==> src/rtl/pinbank_pkg.sv <==
package pinbank_pkg;
    localparam int unsigned ADDR_W = 5;

    localparam logic [ADDR_W-1:0] A_LEVEL   = 5'd0;
    localparam logic [ADDR_W-1:0] A_DOUT    = 5'd1;
    localparam logic [ADDR_W-1:0] A_DSET    = 5'd2;
    localparam logic [ADDR_W-1:0] A_DCLR    = 5'd3;
    localparam logic [ADDR_W-1:0] A_DIR     = 5'd4;
    localparam logic [ADDR_W-1:0] A_DIRSET  = 5'd5;
    localparam logic [ADDR_W-1:0] A_DIRCLR  = 5'd6;
    localparam logic [ADDR_W-1:0] A_PULLOFF = 5'd7;
    localparam logic [ADDR_W-1:0] A_SELLO   = 5'd8;
    localparam logic [ADDR_W-1:0] A_SELHI   = 5'd9;
    localparam logic [ADDR_W-1:0] A_KEEP    = 5'd10;

    typedef enum logic [1:0] {
        FN_GPIO = 2'b00,
        FN_A    = 2'b01,
        FN_B    = 2'b10,
        FN_C    = 2'b11
    } func_e;
endpackage

==> src/rtl/pinbank_sync.sv <==
module pinbank_sync #(
    parameter int unsigned WIDTH  = 32,
    parameter int unsigned STAGES = 2
) (
    input  logic             clk,
    input  logic             rst_n,
    input  logic [WIDTH-1:0] raw_i,
    output logic [WIDTH-1:0] sync_o
);
    localparam int unsigned LAST = STAGES - 1;

    logic [WIDTH-1:0] stg_d [STAGES];
    logic [WIDTH-1:0] stg_q [STAGES];

    always_comb begin
        stg_d[0] = raw_i;
        for (int k = 1; k < STAGES; k++) begin
            stg_d[k] = stg_q[k-1];
        end
    end

    always_ff @(posedge clk or negedge rst_n) begin
        if (!rst_n) begin
            for (int k = 0; k < STAGES; k++) stg_q[k] <= '0;
        end else begin
            for (int k = 0; k < STAGES; k++) stg_q[k] <= stg_d[k];
        end
    end

    assign sync_o = stg_q[LAST];
endmodule

==> src/rtl/pinbank_regs.sv <==
module pinbank_regs
    import pinbank_pkg::*;
#(
    parameter int unsigned NPINS = 32
) (
    input  logic              clk,
    input  logic              rst_n,
    input  logic              bus_valid,
    input  logic              bus_write,
    input  logic [ADDR_W-1:0] bus_addr,
    input  logic [NPINS-1:0]  bus_wdata,
    input  logic [NPINS-1:0]  level_i,
    output logic [NPINS-1:0]  bus_rdata,
    output logic [NPINS-1:0]  dout_o,
    output logic [NPINS-1:0]  dir_o,
    output logic [NPINS-1:0]  pull_off_o,
    output logic [NPINS-1:0]  sel_lo_o,
    output logic [NPINS-1:0]  sel_hi_o,
    output logic [NPINS-1:0]  keep_o
);
    typedef struct packed {
        logic [NPINS-1:0] dout;
        logic [NPINS-1:0] dir;
        logic [NPINS-1:0] pull_off;
        logic [NPINS-1:0] sel_lo;
        logic [NPINS-1:0] sel_hi;
        logic [NPINS-1:0] keep;
        logic [NPINS-1:0] rdata;
    } state_t;

    state_t st_d, st_q;
    logic   wr_en, rd_en;

    assign wr_en = bus_valid &  bus_write;
    assign rd_en = bus_valid & ~bus_write;

    always_comb begin
        st_d       = st_q;
        st_d.rdata = '0;
        if (wr_en) begin
            unique case (bus_addr)
                A_DOUT:    st_d.dout     = bus_wdata;
                A_DSET:    st_d.dout     = st_q.dout | bus_wdata;
                A_DCLR:    st_d.dout     = st_q.dout & ~bus_wdata;
                A_DIR:     st_d.dir      = bus_wdata;
                A_DIRSET:  st_d.dir      = st_q.dir | bus_wdata;
                A_DIRCLR:  st_d.dir      = st_q.dir & ~bus_wdata;
                A_PULLOFF: st_d.pull_off = bus_wdata;
                A_SELLO:   st_d.sel_lo   = bus_wdata;
                A_SELHI:   st_d.sel_hi   = bus_wdata;
                A_KEEP:    st_d.keep     = bus_wdata;
                default:   ;
            endcase
        end
        if (rd_en) begin
            unique case (bus_addr)
                A_LEVEL:   st_d.rdata = level_i;
                A_DOUT:    st_d.rdata = st_q.dout;
                A_DIR:     st_d.rdata = st_q.dir;
                A_PULLOFF: st_d.rdata = st_q.pull_off;
                A_SELLO:   st_d.rdata = st_q.sel_lo;
                A_SELHI:   st_d.rdata = st_q.sel_hi;
                A_KEEP:    st_d.rdata = st_q.keep;
                default:   st_d.rdata = '0;
            endcase
        end
    end

    always_ff @(posedge clk or negedge rst_n) begin
        if (!rst_n) st_q <= '0;
        else        st_q <= st_d;
    end

    assign bus_rdata  = st_q.rdata;
    assign dout_o     = st_q.dout;
    assign dir_o      = st_q.dir;
    assign pull_off_o = st_q.pull_off;
    assign sel_lo_o   = st_q.sel_lo;
    assign sel_hi_o   = st_q.sel_hi;
    assign keep_o     = st_q.keep;
endmodule

==> src/rtl/pinbank_mux.sv <==
module pinbank_mux
    import pinbank_pkg::*;
#(
    parameter int unsigned NPINS = 32
) (
    input  logic             sleep_force,
    input  logic [NPINS-1:0] dout_i,
    input  logic [NPINS-1:0] dir_i,
    input  logic [NPINS-1:0] pull_off_i,
    input  logic [NPINS-1:0] sel_lo_i,
    input  logic [NPINS-1:0] sel_hi_i,
    input  logic [NPINS-1:0] keep_i,
    input  logic [NPINS-1:0] a_out_i,
    input  logic [NPINS-1:0] a_oe_i,
    input  logic [NPINS-1:0] b_out_i,
    input  logic [NPINS-1:0] b_oe_i,
    input  logic [NPINS-1:0] c_out_i,
    input  logic [NPINS-1:0] c_oe_i,
    output logic [NPINS-1:0] pad_out_o,
    output logic [NPINS-1:0] pad_oe_o,
    output logic [NPINS-1:0] pull_en_o,
    output logic [NPINS-1:0] pull_up_o,
    output logic [NPINS-1:0] eff_lo_o,
    output logic [NPINS-1:0] eff_hi_o
);
    for (genvar i = 0; i < NPINS; i++) begin : g_pin
        logic  forced;
        func_e code;
        logic  drv_out, drv_oe;

        assign forced = sleep_force & ~keep_i[i];
        assign code   = forced ? FN_GPIO : func_e'({sel_hi_i[i], sel_lo_i[i]});

        always_comb begin
            unique case (code)
                FN_A:    begin drv_out = a_out_i[i]; drv_oe = a_oe_i[i]; end
                FN_B:    begin drv_out = b_out_i[i]; drv_oe = b_oe_i[i]; end
                FN_C:    begin drv_out = c_out_i[i]; drv_oe = c_oe_i[i]; end
                default: begin drv_out = dout_i[i];  drv_oe = dir_i[i];  end
            endcase
        end

        assign pad_out_o[i] = drv_out;
        assign pad_oe_o[i]  = drv_oe;
        assign pull_en_o[i] = ~pull_off_i[i] & ~drv_oe;
        assign pull_up_o[i] = dout_i[i];
        assign eff_lo_o[i]  = code[0];
        assign eff_hi_o[i]  = code[1];
    end
endmodule

==> src/rtl/pinbank_ctrl.sv <==
module pinbank_ctrl
    import pinbank_pkg::*;
#(
    parameter int unsigned NPINS       = 32,
    parameter int unsigned SYNC_STAGES = 2
) (
    input  logic              clk,
    input  logic              rst_n,
    input  logic              bus_valid,
    input  logic              bus_write,
    input  logic [ADDR_W-1:0] bus_addr,
    input  logic [NPINS-1:0]  bus_wdata,
    output logic [NPINS-1:0]  bus_rdata,
    input  logic [NPINS-1:0]  pad_in,
    input  logic              sleep_force,
    input  logic [NPINS-1:0]  alt_a_out,
    input  logic [NPINS-1:0]  alt_a_oe,
    input  logic [NPINS-1:0]  alt_b_out,
    input  logic [NPINS-1:0]  alt_b_oe,
    input  logic [NPINS-1:0]  alt_c_out,
    input  logic [NPINS-1:0]  alt_c_oe,
    output logic [NPINS-1:0]  pad_out,
    output logic [NPINS-1:0]  pad_oe,
    output logic [NPINS-1:0]  pad_pull_en,
    output logic [NPINS-1:0]  pad_pull_up,
    output logic [NPINS-1:0]  pin_sel_lo,
    output logic [NPINS-1:0]  pin_sel_hi,
    output logic [NPINS-1:0]  pin_level
);
    logic [NPINS-1:0] dout_w, dir_w, pull_off_w, sel_lo_w, sel_hi_w, keep_w;

    pinbank_sync #(.WIDTH(NPINS), .STAGES(SYNC_STAGES)) u_sync (
        .clk    (clk),
        .rst_n  (rst_n),
        .raw_i  (pad_in),
        .sync_o (pin_level)
    );

    pinbank_regs #(.NPINS(NPINS)) u_regs (
        .clk        (clk),
        .rst_n      (rst_n),
        .bus_valid  (bus_valid),
        .bus_write  (bus_write),
        .bus_addr   (bus_addr),
        .bus_wdata  (bus_wdata),
        .level_i    (pin_level),
        .bus_rdata  (bus_rdata),
        .dout_o     (dout_w),
        .dir_o      (dir_w),
        .pull_off_o (pull_off_w),
        .sel_lo_o   (sel_lo_w),
        .sel_hi_o   (sel_hi_w),
        .keep_o     (keep_w)
    );

    pinbank_mux #(.NPINS(NPINS)) u_mux (
        .sleep_force (sleep_force),
        .dout_i      (dout_w),
        .dir_i       (dir_w),
        .pull_off_i  (pull_off_w),
        .sel_lo_i    (sel_lo_w),
        .sel_hi_i    (sel_hi_w),
        .keep_i      (keep_w),
        .a_out_i     (alt_a_out),
        .a_oe_i      (alt_a_oe),
        .b_out_i     (alt_b_out),
        .b_oe_i      (alt_b_oe),
        .c_out_i     (alt_c_out),
        .c_oe_i      (alt_c_oe),
        .pad_out_o   (pad_out),
        .pad_oe_o    (pad_oe),
        .pull_en_o   (pad_pull_en),
        .pull_up_o   (pad_pull_up),
        .eff_lo_o    (pin_sel_lo),
        .eff_hi_o    (pin_sel_hi)
    );
endmodule

==> config.mk <==
export PLATFORM = sky130hd
export DESIGN_NAME = pinbank_ctrl
export DESIGN_NICKNAME = d
export VERILOG_FILES = /design/src/rtl/pinbank_pkg.sv /design/src/rtl/pinbank_sync.sv /design/src/rtl/pinbank_regs.sv /design/src/rtl/pinbank_mux.sv /design/src/rtl/pinbank_ctrl.sv
export SDC_FILE = /design/constraint.sdc
export NUM_CORES = 1
export LEC_CHECK = 0
export BUFFER_PORTS_ARGS = -buffer_cell sky130_fd_sc_hd__buf_2
export CORE_AREA = 3 3 202 204
export DETAILED_ROUTE_END_ITERATION = 6
export DIE_AREA = 0 0 205 207
export PLACE_DENSITY = 0.7
export SKIP_CTS_REPAIR_TIMING = 1
export SYNTH_ARGS = -nofsm -noshare
export SYNTH_HDL_FRONTEND = slang
export SYNTH_SLANG_ARGS = --single-unit
==> constraint.sdc <==
create_clock -name clk -period 1.79 [get_ports clk]
set_clock_uncertainty 0.2 [all_clocks]
set_input_delay 0.358 -clock clk [delete_from_list [all_inputs] [get_ports clk]]
set_output_delay 0.358 -clock clk [all_outputs]
set_load 0.02 [all_outputs]
==> reports/results.txt <==
GRT Overall Usage = 27.9%
cell row count = 73
largest net degree at the start of global routing = 59
gpl congestion = 0.930
CP max stage delay = 0.46 ns
detailed-route wire length per cell = 23.1 um
initial antenna violation count = 3
pwr dens = 960 nW/um^2
Root Driver = clkbuf_16
Final Setup Violations = 171
Fin. Hold Viols = 0
TritonCTS clock tree = built
Post-Synthesis Mean Instance Area = 9.94 um^2
fmax = 403 MHz
register area share after synthesis = 44.4%
outcome = finished with violations
violations in the final reports = negative setup slack
Worst slew margin = 61.3%
worst vdd ir = 0.698 mV
IO Count = 522
vias in the first global route = 16,100
switching power = 8.49 mW
clk sinks = 288
Reg2Reg Depth = 7
Setup crit end = pad_pull_en[21]
Slowest-stage cell, CP = dfrtp_2
crit path from = u_regs.sel_hi_o[21]
ANT nets after route = 0
reg-to-reg endpoint = u_regs.bus_rdata[29]
Pre-antenna DRT Iters = 5
internal power = 16.2 mW
WP data arrival = 1.93 ns
cell area after layout = 25,700 um^2
EDFF count, synth = 0
switching part of the total = 34.4%
filler instances = 2,943
first-pass GRT wire length = 92.8 mm
max-slew violation count = 0
ys async rst share = 100%
Synth Net Count = 1,900
clock share of power = 25.6%
final worst slack = -0.694 ns
Cells after Synth = 1,634
port bufs = 521
Netlist cell types = 44
post-route clock period utilization = 139%
Main synth FF type = dfrtp_1
Cell Area, Placed = 21,400 um^2
top cell type's share of synthesized area = 44.4%
die area = 42,400 um^2
r2r setup slk = 0.05 ns
setup tns final = -69.90 ns
Die W = 205 um
Sequential Power Share = 33.9%
DP HPWL = 46.5 mm
final WL = 67.7 mm
CP endpoint kind = output pin
Worst Hold Class = primary input to flop
via count = 16,400
share of layout cells above drive strength 1 = 55.5%
synthesis-to-layout area growth = 58.5%
area of the multi-input gates = 9230 um^2
CTS Buf Count = 31
clk buf depth = 3
Synth warnings = 0
clk_lat worst skew = 0.57 ns
post-synth top area cell = dfrtp_1
CTS H-tree depth = 1
RR Startpoint = u_regs.sel_hi_o[29]
RSZ-0062 raised after global routing = yes
Worst-path clk slew = 0.06 ns
# Max-Cap Violations = 0
mapped cell area = 16,200 um^2
P_leak = 12.2 nW
min Tclk post-route = 2.48 ns
DIE HEIGHT = 207 um
Critical Path RT = 1.23 ns
Post-route DRC = 0
hold slack = 0.00652 ns
Place WS = -0.602 ns
core area = 39,500 um^2
nets = 2,642
Logic pwr share = 40.5%
total power = 24.7 mW
drt via density = 5.61
first-iteration detailed-routing DRC count = 1,197
Worst Tran Pin Value = 0.581 ns
Area contributors post-synth = dfrtp_1 (44%), mux2_2 (9.2%), mux2i_1 (6.0%)
Initial Utilization = 41.1%
Seq. cell area = 7260 um^2
CP max FO = 8
CP Class = flop to output pin
CP Launch Type = flop
total global routing overflow = 0
flop and latch count out of synthesis = 288
CP cell instances = mux2i_1, a22o_1, nand2_2, a21oi_4, buf_6
cells in the mapped netlist (2+ instances only):
master     number
mux2i_1        97
nor3b_1         3
buf_2          38
a211oi_1       26
a21oi_1       114
nor3_2          5
o32ai_1        13
o2bb2ai_1      10
and2_1         83
a31oi_1        48
mux2_2        133
dfrtp_1       288
buf_1           3
nor2b_1         8
nand2_1        37
nand2b_1       47
inv_1          66
o22a_1         32
o21a_1         14
buf_6           3
nor4_4          2
o221ai_1        6
clkbuf_1       89
nor3_1          4
a22oi_1        18
xnor2_1        32
nand3_1        30
nor2_1        163
buf_4          65
a221oi_1       21
mux2_1          5
o21ai_0        39
or3b_2          2
a22o_1         80
worst max-delay path: cells and delay by family, from the launching register on:
kind                   cells  cell delay, ns
buffers and inverters      1            0.14
and+or+nand+nor            1            0.10
DFF                        1            0.46
muxes                      1            0.25
AOI/OAI and AO/OA          2            0.41
cells by family (layout without fill, tap and decap cells):
| family | after synthesis | after routing | share of synthesized area (%) |
|---|---|---|---|
| AOI/OAI and AO/OA | 423 | 423 | 18.1 |
| and+or+nand+nor | 392 | 392 | 12.2 |
| DFF | 288 | 288 | 44.4 |
| buffers and inverters | 264 | 1028 | 8.04 |
| muxes | 235 | 235 | 15.6 |
| xor gates and xnor gates | 32 | 32 | 1.73 |
| other | 0 | 2 | 0 |
how the worst min path moves through the flow:
stage / slack (ns) / depth (start not counted) / end / from
floorplan: -0.14 / 0 / u_regs.bus_rdata[0] / rst_n
global placement: 0.13 / 0 / u_sync.sync_o[28] / u_sync.stg_d[28]
detailed placement: 0.13 / 0 / u_sync.sync_o[14] / u_sync.stg_d[14]
global route: 0.02 / 2 / u_regs.sel_hi_o[3] / bus_wdata[3]
CTS: -0.46 / 1 / u_regs.sel_hi_o[29] / rst_n
finish: 0.007 / 3 / u_regs.dir_o[3] / bus_wdata[3]
metrics by stage:
step                utilization (%)  instances
finish                         65.2       2925
global route                   65.2       2923
CTS                            56.8       2793
detailed placement             54.3       2738
global placement               54.3       2738
floorplan                         -       1634
state kept, by name (all words and copies together) (netlist names):
register / cells
u_regs.dout_o: 32
u_sync.stg_d: 32
u_regs.keep_o: 32
u_regs.bus_rdata: 32
u_regs.pull_off_o: 32
u_regs.dir_o: 32
u_regs.sel_lo_o: 32
u_sync.sync_o: 32
u_regs.sel_hi_o: 32
per-layer routing:
layer  vias up  share of wire, %  global-route usage, %  routed length [um]
met3       178               7.3                   4.68                4930
met4         4               3.9                   10.2                2650
met1      8201                39                   35.2               26100
met5         -             0.040                      0                  27
met2       791                50                   48.0               33900
li1       7228                 -                      -                   -
cells in the final DEF (no fill, tap or decap), types with 73 or more instances in the layout:
cell and count:
buf_2 345, dfrtp_1 245, buf_4 240, buf_6 222, nor2_1 134, mux2i_1 97
a21oi_1 95, a22o_1 80, and2_4 79, mux2_4 73
cell type report:
class                      instances  area share [%]
tap                              525            2.55
antenna                            2          0.0195
timing repair buffer             907            28.5
clock inverter                     6           0.248
multi-input combinational       1082            35.9
sequential                       288            28.2
clock buffer                      49            3.59
inverter                          66           0.963
power by group through the flow:
stage / Sequential (mW) / Combinational [mW] / Clock [mW]
after global placement: 8.33 / 7.38 / 0
after floorplan: 8.15 / 5.07 / 0
final: 8.36 / 9.99 / 6.33
after detailed placement: 8.35 / 7.53 / 0
after CTS: 8.26 / 7.56 / 6.39
after global routing: 8.45 / 10.6 / 6.66
Note: power is estimated with default switching activity, not from simulation.
